[src/rtl/cwb_pkg.sv]
// Shared types for the two-way write-back cache.
package cwb_pkg;
    // Controller states, in the order a miss walks through them.
    typedef enum logic [2:0] {
        ST_IDLE,
        ST_LOOKUP,
        ST_WBACK,
        ST_FILL_REQ,
        ST_FILL_WAIT,
        ST_DONE
    } cstate_t;
endpackage

[src/rtl/cwb_meta.sv]
// Per-line valid, dirty and tag storage for two ways, plus one recency bit per set.
// Assumes NUM_SETS is a power of two. Reads are combinational; updates happen at the clock edge.
module cwb_meta #(
    parameter int NUM_SETS = 4,
    parameter int IDX_B    = 2,
    parameter int TAG_B    = 10
) (
    input  logic                   clk,
    input  logic                   rst_n,
    input  logic [IDX_B-1:0]       idx,
    output logic [1:0]             vld_o,
    output logic [1:0]             dty_o,
    output logic [1:0][TAG_B-1:0]  tag_o,
    output logic                   lru_o,
    input  logic                   fill_en,
    input  logic                   fill_way,
    input  logic [TAG_B-1:0]       fill_tag,
    input  logic                   fill_dirty,
    input  logic                   mark_en,
    input  logic                   mark_way,
    input  logic                   touch_en,
    input  logic                   touch_way
);
    logic [NUM_SETS-1:0] lru_q;

    for (genvar w = 0; w < 2; w++) begin : g_way
        logic [NUM_SETS-1:0] v_q;
        logic [NUM_SETS-1:0] d_q;
        logic [TAG_B-1:0]    t_q [NUM_SETS];

        // Valid and dirty flags: cleared by reset, set by fill or by a write hit.
        always_ff @(posedge clk) begin
            if (!rst_n) begin
                v_q <= '0;
                d_q <= '0;
            end else if (fill_en && fill_way == 1'(w)) begin
                v_q[idx] <= 1'b1;
                d_q[idx] <= fill_dirty;
            end else if (mark_en && mark_way == 1'(w)) begin
                d_q[idx] <= 1'b1;
            end
        end

        // Tag storage: written only when a line is installed.
        always_ff @(posedge clk) begin
            if (fill_en && fill_way == 1'(w)) t_q[idx] <= fill_tag;
        end

        assign vld_o[w] = v_q[idx];
        assign dty_o[w] = d_q[idx];
        assign tag_o[w] = t_q[idx];
    end

    // Recency bit: points at the way not touched most recently.
    always_ff @(posedge clk) begin
        if (!rst_n)        lru_q <= '0;
        else if (touch_en) lru_q[idx] <= ~touch_way;
    end

    assign lru_o = lru_q[idx];
endmodule

[src/rtl/cwb_data.sv]
// Line data for both ways as a register array, one word per entry.
// Combinational read port and one synchronous write port. Contents are not reset.
module cwb_data #(
    parameter int DATA_W     = 32,
    parameter int NUM_SETS   = 4,
    parameter int LINE_WORDS = 4,
    parameter int IDX_B      = 2,
    parameter int WSEL_B     = 2
) (
    input  logic              clk,
    input  logic              rd_way,
    input  logic [IDX_B-1:0]  rd_idx,
    input  logic [WSEL_B-1:0] rd_word,
    output logic [DATA_W-1:0] rd_data,
    input  logic              we,
    input  logic              wr_way,
    input  logic [IDX_B-1:0]  wr_idx,
    input  logic [WSEL_B-1:0] wr_word,
    input  logic [DATA_W-1:0] wr_data
);
    logic [DATA_W-1:0] words_q [2][NUM_SETS][LINE_WORDS];

    // Word write port.
    always_ff @(posedge clk) begin
        if (we) words_q[wr_way][wr_idx][wr_word] <= wr_data;
    end

    assign rd_data = words_q[rd_way][rd_idx][rd_word];
endmodule

[src/rtl/cwb_pick.sv]
// Hit detection and victim choice for one two-way set.
// An invalid way is taken first (way 0 before way 1). Otherwise the recency bit decides.
module cwb_pick #(
    parameter int TAG_B = 10
) (
    input  logic [1:0]            vld,
    input  logic [1:0][TAG_B-1:0] tags,
    input  logic [TAG_B-1:0]      req_tag,
    input  logic                  lru,
    output logic                  hit,
    output logic                  hit_way,
    output logic                  pick_way
);
    logic [1:0] match;

    for (genvar w = 0; w < 2; w++) begin : g_cmp
        assign match[w] = vld[w] && (tags[w] == req_tag);
    end

    assign hit      = |match;
    assign hit_way  = match[1];
    assign pick_way = !vld[0] ? 1'b0 : (!vld[1] ? 1'b1 : lru);
endmodule

[src/rtl/wb2w_cache.sv]
// Two-way set-associative write-back, write-allocate data cache.
// Accepts one processor request at a time and answers it with a one-cycle response pulse.
// A miss writes back a dirty victim, refills the line one word per beat, then completes the request.
// Assumes LINE_WORDS >= 2 and NUM_SETS >= 2, both powers of two, and the memory port accepting
// one outstanding read at a time.
module wb2w_cache
    import cwb_pkg::*;
#(
    parameter int ADDR_W     = 16,
    parameter int DATA_W     = 32,
    parameter int LINE_WORDS = 4,
    parameter int NUM_SETS   = 4
) (
    input  logic              clk,
    input  logic              rst_n,
    input  logic              cpu_req_valid,
    output logic              cpu_req_ready,
    input  logic              cpu_req_write,
    input  logic [ADDR_W-1:0] cpu_req_addr,
    input  logic [DATA_W-1:0] cpu_req_wdata,
    output logic              cpu_resp_valid,
    output logic [DATA_W-1:0] cpu_resp_rdata,
    output logic              mem_req_valid,
    input  logic              mem_req_ready,
    output logic              mem_req_write,
    output logic [ADDR_W-1:0] mem_req_addr,
    output logic [DATA_W-1:0] mem_req_wdata,
    input  logic              mem_resp_valid,
    input  logic [DATA_W-1:0] mem_resp_rdata
);
    localparam int BYTE_B = $clog2(DATA_W / 8);
    localparam int WSEL_B = $clog2(LINE_WORDS);
    localparam int OFF_B  = BYTE_B + WSEL_B;
    localparam int IDX_B  = $clog2(NUM_SETS);
    localparam int TAG_B  = ADDR_W - OFF_B - IDX_B;
    localparam logic [WSEL_B-1:0] LAST_BEAT = WSEL_B'(LINE_WORDS - 1);

    cstate_t           state;
    logic              r_write;
    logic [ADDR_W-1:0] r_addr;
    logic [DATA_W-1:0] r_wdata;
    logic              vway;
    logic [TAG_B-1:0]  vtag;
    logic [WSEL_B-1:0] beat;

    logic [TAG_B-1:0]  req_tag;
    logic [IDX_B-1:0]  req_idx;
    logic [WSEL_B-1:0] req_word;

    logic [1:0]            vld, dty;
    logic [1:0][TAG_B-1:0] tags;
    logic                  lru, hit, hit_way, pick_way;

    logic              rd_way;
    logic [WSEL_B-1:0] rd_word;
    logic [DATA_W-1:0] rd_data;
    logic              d_we, d_way;
    logic [WSEL_B-1:0] d_word;
    logic [DATA_W-1:0] d_wdata;

    logic in_lookup, in_done, last_beat;

    assign req_tag   = r_addr[ADDR_W-1 -: TAG_B];
    assign req_idx   = r_addr[OFF_B +: IDX_B];
    assign req_word  = r_addr[BYTE_B +: WSEL_B];
    assign in_lookup = (state == ST_LOOKUP);
    assign in_done   = (state == ST_DONE);
    assign last_beat = (beat == LAST_BEAT);

    cwb_meta #(.NUM_SETS(NUM_SETS), .IDX_B(IDX_B), .TAG_B(TAG_B)) u_meta (
        .clk        (clk),
        .rst_n      (rst_n),
        .idx        (req_idx),
        .vld_o      (vld),
        .dty_o      (dty),
        .tag_o      (tags),
        .lru_o      (lru),
        .fill_en    (in_done),
        .fill_way   (vway),
        .fill_tag   (req_tag),
        .fill_dirty (r_write),
        .mark_en    (in_lookup && hit && r_write),
        .mark_way   (hit_way),
        .touch_en   ((in_lookup && hit) || in_done),
        .touch_way  (in_lookup ? hit_way : vway)
    );

    cwb_pick #(.TAG_B(TAG_B)) u_pick (
        .vld      (vld),
        .tags     (tags),
        .req_tag  (req_tag),
        .lru      (lru),
        .hit      (hit),
        .hit_way  (hit_way),
        .pick_way (pick_way)
    );

    cwb_data #(
        .DATA_W(DATA_W), .NUM_SETS(NUM_SETS), .LINE_WORDS(LINE_WORDS),
        .IDX_B(IDX_B), .WSEL_B(WSEL_B)
    ) u_data (
        .clk     (clk),
        .rd_way  (rd_way),
        .rd_idx  (req_idx),
        .rd_word (rd_word),
        .rd_data (rd_data),
        .we      (d_we),
        .wr_way  (d_way),
        .wr_idx  (req_idx),
        .wr_word (d_word),
        .wr_data (d_wdata)
    );

    // Controller: request capture, lookup, write-back, refill and completion.
    always_ff @(posedge clk) begin
        if (!rst_n) begin
            state   <= ST_IDLE;
            r_write <= 1'b0;
            r_addr  <= '0;
            r_wdata <= '0;
            vway    <= 1'b0;
            vtag    <= '0;
            beat    <= '0;
        end else begin
            case (state)
                ST_IDLE: if (cpu_req_valid) begin
                    r_write <= cpu_req_write;
                    r_addr  <= cpu_req_addr;
                    r_wdata <= cpu_req_wdata;
                    state   <= ST_LOOKUP;
                end
                ST_LOOKUP: if (hit) begin
                    state <= ST_IDLE;
                end else begin
                    vway  <= pick_way;
                    vtag  <= tags[pick_way];
                    beat  <= '0;
                    state <= (vld[pick_way] && dty[pick_way]) ? ST_WBACK : ST_FILL_REQ;
                end
                ST_WBACK: if (mem_req_ready) begin
                    beat <= last_beat ? '0 : beat + 1'b1;
                    if (last_beat) state <= ST_FILL_REQ;
                end
                ST_FILL_REQ: if (mem_req_ready) state <= ST_FILL_WAIT;
                ST_FILL_WAIT: if (mem_resp_valid) begin
                    beat  <= last_beat ? '0 : beat + 1'b1;
                    state <= last_beat ? ST_DONE : ST_FILL_REQ;
                end
                ST_DONE: state <= ST_IDLE;
                default: state <= ST_IDLE;
            endcase
        end
    end

    // Data array write source: write hit, refill word, or write completing a miss.
    always_comb begin
        d_we    = 1'b0;
        d_way   = vway;
        d_word  = req_word;
        d_wdata = r_wdata;
        case (state)
            ST_LOOKUP: if (hit && r_write) begin
                d_we  = 1'b1;
                d_way = hit_way;
            end
            ST_FILL_WAIT: if (mem_resp_valid) begin
                d_we    = 1'b1;
                d_word  = beat;
                d_wdata = mem_resp_rdata;
            end
            ST_DONE: d_we = r_write;
            default: d_we = 1'b0;
        endcase
    end

    assign rd_way  = in_lookup ? hit_way : vway;
    assign rd_word = (state == ST_WBACK) ? beat : req_word;

    assign cpu_req_ready  = (state == ST_IDLE);
    assign cpu_resp_valid = (in_lookup && hit) || in_done;
    assign cpu_resp_rdata = rd_data;

    assign mem_req_valid = (state == ST_WBACK) || (state == ST_FILL_REQ);
    assign mem_req_write = (state == ST_WBACK);
    assign mem_req_addr  = {(state == ST_WBACK) ? vtag : req_tag, req_idx, beat, {BYTE_B{1'b0}}};
    assign mem_req_wdata = rd_data;
endmodule

[config.mk]
export PLATFORM = sky130hd
export DESIGN_NAME = wb2w_cache
export DESIGN_NICKNAME = d
export VERILOG_FILES = /design/src/rtl/cwb_pkg.sv /design/src/rtl/cwb_meta.sv /design/src/rtl/cwb_data.sv /design/src/rtl/cwb_pick.sv /design/src/rtl/wb2w_cache.sv
export SDC_FILE = /design/constraint.sdc
export NUM_CORES = 1
export LEC_CHECK = 0
export ABC_AREA = 1
export BUFFER_PORTS_ARGS = -buffer_cell sky130_fd_sc_hd__buf_2
export CAP_MARGIN = 40
export CORE_MARGIN = 1
export CORE_UTILIZATION = 45
export CTS_BUF_LIST = sky130_fd_sc_hd__clkbuf_4
export DETAILED_ROUTE_END_ITERATION = 8
export HOLD_SLACK_MARGIN = 0.03
export SKIP_LAST_GASP = 1
export SYNTH_ARGS = -nofsm -noshare
export SYNTH_HDL_FRONTEND = slang
export SYNTH_SLANG_ARGS = --single-unit
[constraint.sdc]
create_clock -name clk -period 5.95 [get_ports clk]
set_input_delay 0.2975 -clock clk [delete_from_list [all_inputs] [get_ports clk]]
set_output_delay 0.2975 -clock clk [all_outputs]
set_load 0.01 [all_outputs]
==> results of run 1 <==
## area by class of cell
| cell class | instances | area share [%] |
|---|---|---|
| sequential | 1189 | 61.6 |
| multi-input combinational | 2486 | 20.0 |
| timing repair buffer | 509 | 7.94 |
| clock buffer | 485 | 6.43 |
| tap | 1380 | 3.05 |
| inverter | 91 | 0.632 |
| clock inverter | 43 | 0.365 |
| antenna | 2 | 0.00884 |
## kinds of logic (layout without fill, tap and decap cells)
group | Yosys count | count (layout) | share of synthesized area [%]
other | 1 | 4 | 0.00793
AND/OR/NAND/NOR | 2280 | 2280 | 20.7
flip-flops | 1189 | 1189 | 73.7
AO/OA/AOI/OAI | 203 | 203 | 2.17
buffers and inverters | 351 | 1128 | 3.47
adder cells (fa/ha/maj) | 1 | 1 | 0.0264
## final timing paths
path / from / endpoint / slack, ns
hold / removal: mem_resp_rdata[30] / u_data.words_q[1][62] / 0.20
setup reg to reg: flop / u_data.words_q[0][321] / 1.98
hold reg to reg: u_meta.g_way[1].v_q[0] / u_meta.g_way[1].v_q[0] / 0.45
setup / recovery: r_addr[4] / mem_req_wdata[21] / 0.92
## registers in the layout, indices dropped and copies added (netlist names), named ones only
register          cells
u_meta.lru_q          4
vtag                 10
beat                  2
r_write               1
r_wdata              32
vway                  1
u_meta.g_way.v_q      8
r_addr               14
state                 3
u_meta.g_way.d_q      8
u_meta.g_way.t_q     80
u_data.words_q     1024
## critical path, stage by stage, from the launching register on
cell and delay, ns:
dfxtp_1 0.61, nand2_1 0.37, nor2_1 0.18, nor2_1 0.06
nand2_1 0.21, nand2_1 0.08, nor2_1 0.10, nand2_1 0.07
nor2_1 0.10, nand2_1 0.16, nand2_8 0.13, buf_12 0.60
nand3_1 0.26, nand3_1 0.17, nand3_1 0.12, nand2_1 0.16
buf_2 0.14
## cells in the mapped netlist (all sizes together)
cell type / count / area share, %
and2: 1 / 0.013
edfxtp: 1104 / 70
or2: 1 / 0.013
nor4: 1 / 0.013
o21a: 1 / 0.016
buf: 101 / 1.5
nor2: 112 / 0.89
a21boi: 1 / 0.016
o22ai: 3 / 0.040
o21ai: 118 / 1.2
dfxtp: 85 / 3.6
nor3: 3 / 0.032
clkinv: 1 / 0.0079
nand2: 1478 / 12
clkbuf: 159 / 1.3
conb: 1 / 0.0079
nand3: 420 / 4.4
nand4: 264 / 3.5
o211ai: 1 / 0.016
a21oi: 79 / 0.84
ha: 1 / 0.026
inv: 90 / 0.71
## power breakdown
| group | internal, mW | switching, mW | leakage (nW) |
|---|---|---|---|
| logic | 2.10 | 5.06 | 7.31 |
| registers | 9.82 | 0.124 | 10.8 |
| clock network | 3.72 | 3.19 | 2.33 |
| total | 15.6 | 8.37 | 20.4 |
## cell usage in the layout (no fill, tap or decap), types with 3 or more instances in the layout
| cell | n |
|---|---|
| buf_16 | 12 |
| nor2_4 | 35 |
| clkinv_2 | 3 |
| clkinvlp_4 | 3 |
| clkbuf_4 | 485 |
| buf_12 | 20 |
| clkinv_1 | 30 |
| buf_8 | 5 |
| inv_1 | 82 |
| o21ai_2 | 24 |
| o21ai_0 | 84 |
| edfxtp_1 | 1104 |
| o22ai_1 | 3 |
| nand2_1 | 1471 |
| o21ai_4 | 9 |
| dfxtp_1 | 85 |
| nor2_1 | 76 |
| nand3_1 | 420 |
| buf_2 | 165 |
| inv_2 | 12 |
| dlygate4sd3_1 | 222 |
| nand4_1 | 264 |
| nor3_1 | 3 |
| buf_4 | 85 |
| a21oi_1 | 79 |
| nand2_2 | 3 |
## layer usage
metal	vias to the layer above	track usage (%)	part of all wire, %
met1	16487	33.7	41
li1	15497	-	-
met5	-	0	0
met2	1478	41.7	48
met4	0	8.94	2.4
met3	245	5.72	8.0
## stage by stage
| stage | worst slack (ns) | power [mW] | util [%] | hold slack [ns] | cell area (µm²) |
|---|---|---|---|---|---|
| 3_3_place_gp | 1.66 | 16.7 | 48.1 | 0.440 | 50000 |
| 5_1_grt | 0.564 | 25.2 | 54.5 | 0.124 | 56600 |
| 2_1_floorplan | 2.39 | 14.4 | - | 0.425 | 47300 |
| 3_5_place_dp | 2.01 | 16.9 | 48.6 | 0.449 | 50500 |
| 4_1_cts | 0.810 | 24.1 | 54.4 | 0.0534 | 56600 |
| 6_report | 0.920 | 24.0 | 54.5 | 0.199 | 56600 |
==> flow_metrics.tcl, run 1 <==
set metrics [dict create \
    yosysSeqAreaShare_pct 73.7 \
    maxCapViolations 0 \
    area_growth_pct 19.6 \
    finalHoldViolations 0 \
    hold_depth 4 \
    clockBufferDepth 4 \
    vias 33707 \
    finClkSkew_ns 0.104 \
    rows 118 \
    grt_max_degree 129 \
    setup_tns_ns 0 \
    start_util_pct 45.5 \
    leakage_nw 20.4 \
    netlist_area_um2 47300 \
    wl_mm 136 \
    yosysWarnings 0 \
    grt_use_total_pct 25.5 \
    numCtsBuffers 323 \
    syn_area_per_cell_um2 11.8 \
    cts_max_level 5 \
    ctsHoldBuffers 222 \
    cts_resized 0 \
    status "finished, final reports clean" \
    instances_no_fill 6185 \
    fillers 8856 \
    setup_viol 0 \
    crit_type "reg -> out" \
    placeableCoreArea_um2 104000 \
    seq_area_um2 34900 \
    io_buffers 165 \
    hp-class "in -> reg" \
    drt-vias-per-instance 5.45 \
    cp_max_fo 128 \
    layout-drive-gt1-share_pct 18.1 \
    grt_pass1_vias 33247 \
    worst_pin_slew_ns 0.947 \
    multiInputGateArea_um2 11300 \
    final.period_utilization_pct 84.5 \
    antenna_found_initial 3 \
    grt_pass1_wl_mm 202 \
    cts_root_buf "clkbuf_4" \
    power_density_nw_per_um2 424 \
    critPathLaunchType "flop" \
    endpoint_kind "primary output" \
    hpwl_mm 71.2 \
    post-cts-setup-buffers 0 \
    clock_latency_ns 1.16 \
    first_iter_violations 3029 \
    first_pass_iters 6 \
    r2r_cells 16 \
    worst_ep_arrival_time_ns 4.73 \
    rsz0062_at_grt "false" \
    dieArea_um2 106000 \
    cts_tree "built" \
    slew_viol_final 0 \
    fp.dieH_um 326 \
    cts.clk_slew.worst_paths_ns 0.07 \
    synth_cell_types 30 \
    dp_cells 5433 \
    slew_headroom_pct 36.9 \
    numClockSinks 1189 \
    fmax_ghz 0.199 \
    wl_per_cell_um 22.0 \
    worst-endpoint-required_ns 5.65 \
    gp_congestion 0.875 \
    ios 170 \
    drc 0 \
    die_x_um 326 \
    final_nets 4687 \
    fin_crit_ns 5.03 \
    yosys_register_bits 1189 \
    ant_nets 0 \
    synthCells 4025 \
    grt_overflow_total 0 \
    vdd_drop_max_uv 442 \
]
Power figures use the tool's default switching activity.
==> run 2: changes to the inputs <==
- clock period: 5.95 -> 4.54 ns (I/O delays scaled with it)
==> flow_metrics.tcl, run 2 (same netlist as run 1, synthesis figures left out) <==
set metrics [dict create \
    status "finished, final reports clean" \
    worst_ep_arrival_time_ns 4.18 \
    clockBufferDepth 4 \
    cts_max_level 5 \
    dieArea_um2 106000 \
    dp_cells 5452 \
    numCtsBuffers 321 \
    vdd_drop_max_uv 459 \
    crit_type "reg -> out" \
    antenna_found_initial 3 \
    first_iter_violations 3545 \
    regMostFlops "u_data.words_q" \
    ios 170 \
    drc 0 \
    cp_max_fo 128 \
    largest_reg_flops 1024 \
    dpl_worst_slack_ns 0.527 \
    slew_headroom_pct 43.0 \
    hp-start "cpu_req_addr[4]" \
    maxCapViolations 0 \
    worst-endpoint-required_ns 4.31 \
    vias 34262 \
    setup_tns_ns 0 \
    hp-class "in -> reg" \
    final_cell_mix "nand2_1 (1466), edfxtp_1 (1104), clkbuf_4 (453), nand3_1 (420), nand4_1 (264)" \
    rsz0062_at_grt "false" \
    grt_pass1_wl_mm 206 \
    leakage_nw 20.7 \
    setup_viol 0 \
    final.period_utilization_pct 97.0 \
    layout-drive-gt1-share_pct 18.4 \
    worst_pin_slew_ns 0.855 \
    slew_viol_final 0 \
    ant_nets 0 \
    largest_registers "u_data.words_q: 1024 flops, u_meta.g_way.t_q: 80 flops, r_wdata: 32 flops" \
    setup_ws_ns 0.135 \
    area_growth_pct 20.6 \
    cts.clk_slew.worst_paths_ns 0.06 \
    setup.worst_path.start "state[0]" \
    finClkSkew_ns 0.0957 \
    power.total_mw 31.7 \
    die_x_um 326 \
    critPathLaunchType "flop" \
    final_nets 4725 \
    wl_per_cell_um 22.5 \
    power_density_nw_per_um2 556 \
    first_pass_iters 6 \
    rows 118 \
    fmax_ghz 0.227 \
    grt_use_total_pct 26.1 \
    finalHoldViolations 0 \
    instances_no_fill 6215 \
    hpwl_mm 73.2 \
    numClockSinks 1189 \
    cts_root_buf "clkbuf_4" \
    start_util_pct 45.5 \
    wl_mm 140 \
    io_buffers 165 \
    fp.dieH_um 326 \
    cts_tree "built" \
    fin_crit_ns 4.41 \
    grt_overflow_total 0 \
    grt_max_degree 129 \
    layout_commonest_cell "nand2_1" \
    fin_util_pct 54.9 \
    placeableCoreArea_um2 104000 \
    grt_pass1_vias 33464 \
    gp_congestion 0.893 \
    endpoint_kind "primary output" \
    drt-vias-per-instance 5.51 \
    clock_latency_ns 1.19 \
]
[run 2: cell count changes in the layout (fill, tap and decap cells not counted), moves of 4 or more]
cell,before,now
clkbuf_4,485,453
buf_12,20,39
nand2_2,3,8
buf_4,85,100
clkinv_1,30,45
buf_16,12,5
clkinv_2,3,7
nand2_1,1471,1466
[run 2: cell type report]
cell class / instances / area, µm²
fill: 8769 / 46900
tap: 1380 / 1730
sequential: 1189 / 34900
clock inverter: 63 / 358
inverter: 91 / 384
antenna: 4 / 10.0
timing repair buffer: 546 / 4950
clock buffer: 453 / 3400
multi-input combinational: 2489 / 11400
[run 2: path summary, 6_finish.rpt]
path	cells past startpoint	endpoint	slack [ns]
worst max register to register	14	u_data.words_q[1][425]	0.68
worst min-delay path	4	r_addr[4]	0.15
worst min register to register	2	u_meta.g_way[0].v_q[0]	0.45
worst max-delay path	10	cpu_resp_rdata[0]	0.13
[run 2: power by group]
group | internal [mW] | leakage (nW) | switching (mW)
Combinational | 2.97 | 7.58 | 6.73
Sequential | 12.9 | 10.8 | 0.164
Clock | 4.77 | 2.27 | 4.20
[run 2: critical path, stage by stage (launching register included)]
cell     delay [ns]
dfxtp_1        0.40
nand2_1        0.11
nor2_2         0.44
inv_1          0.20
nand2_4        0.27
buf_12         0.65
nand3_1        0.29
nand3_1        0.20
nand3_1        0.16
nand2_1        0.15
buf_2          0.14
[run 2: metal layers]
layer | share of wire [%] | GRT usage (%)
met3 | 8.4 | 5.33
met5 | 0 | 0
met2 | 47 | 41.8
met4 | 3.0 | 10.1
met1 | 42 | 35.0
[run 2: metrics by stage]
step           cell area, µm²  hold WS [ns]
6_report                57100         0.149
2_1_floorplan           47300         0.416
4_1_cts                 56900        0.0379
5_1_grt                 57100         0.111
3_5_place_dp            50700         0.452
3_3_place_gp            50300         0.441
[run 2: repair_timing]
action | 4_1_cts | 5_1_grt
hold endpoints to repair | 1109 | 0
endpoints found under the setup margin | 64 | 64
gates resized for setup | 11 | 10
pin swaps | 1 | 2
gates cloned | 3 | 2
hold buffers | 224 | 0
setup buffers | 4 | 10
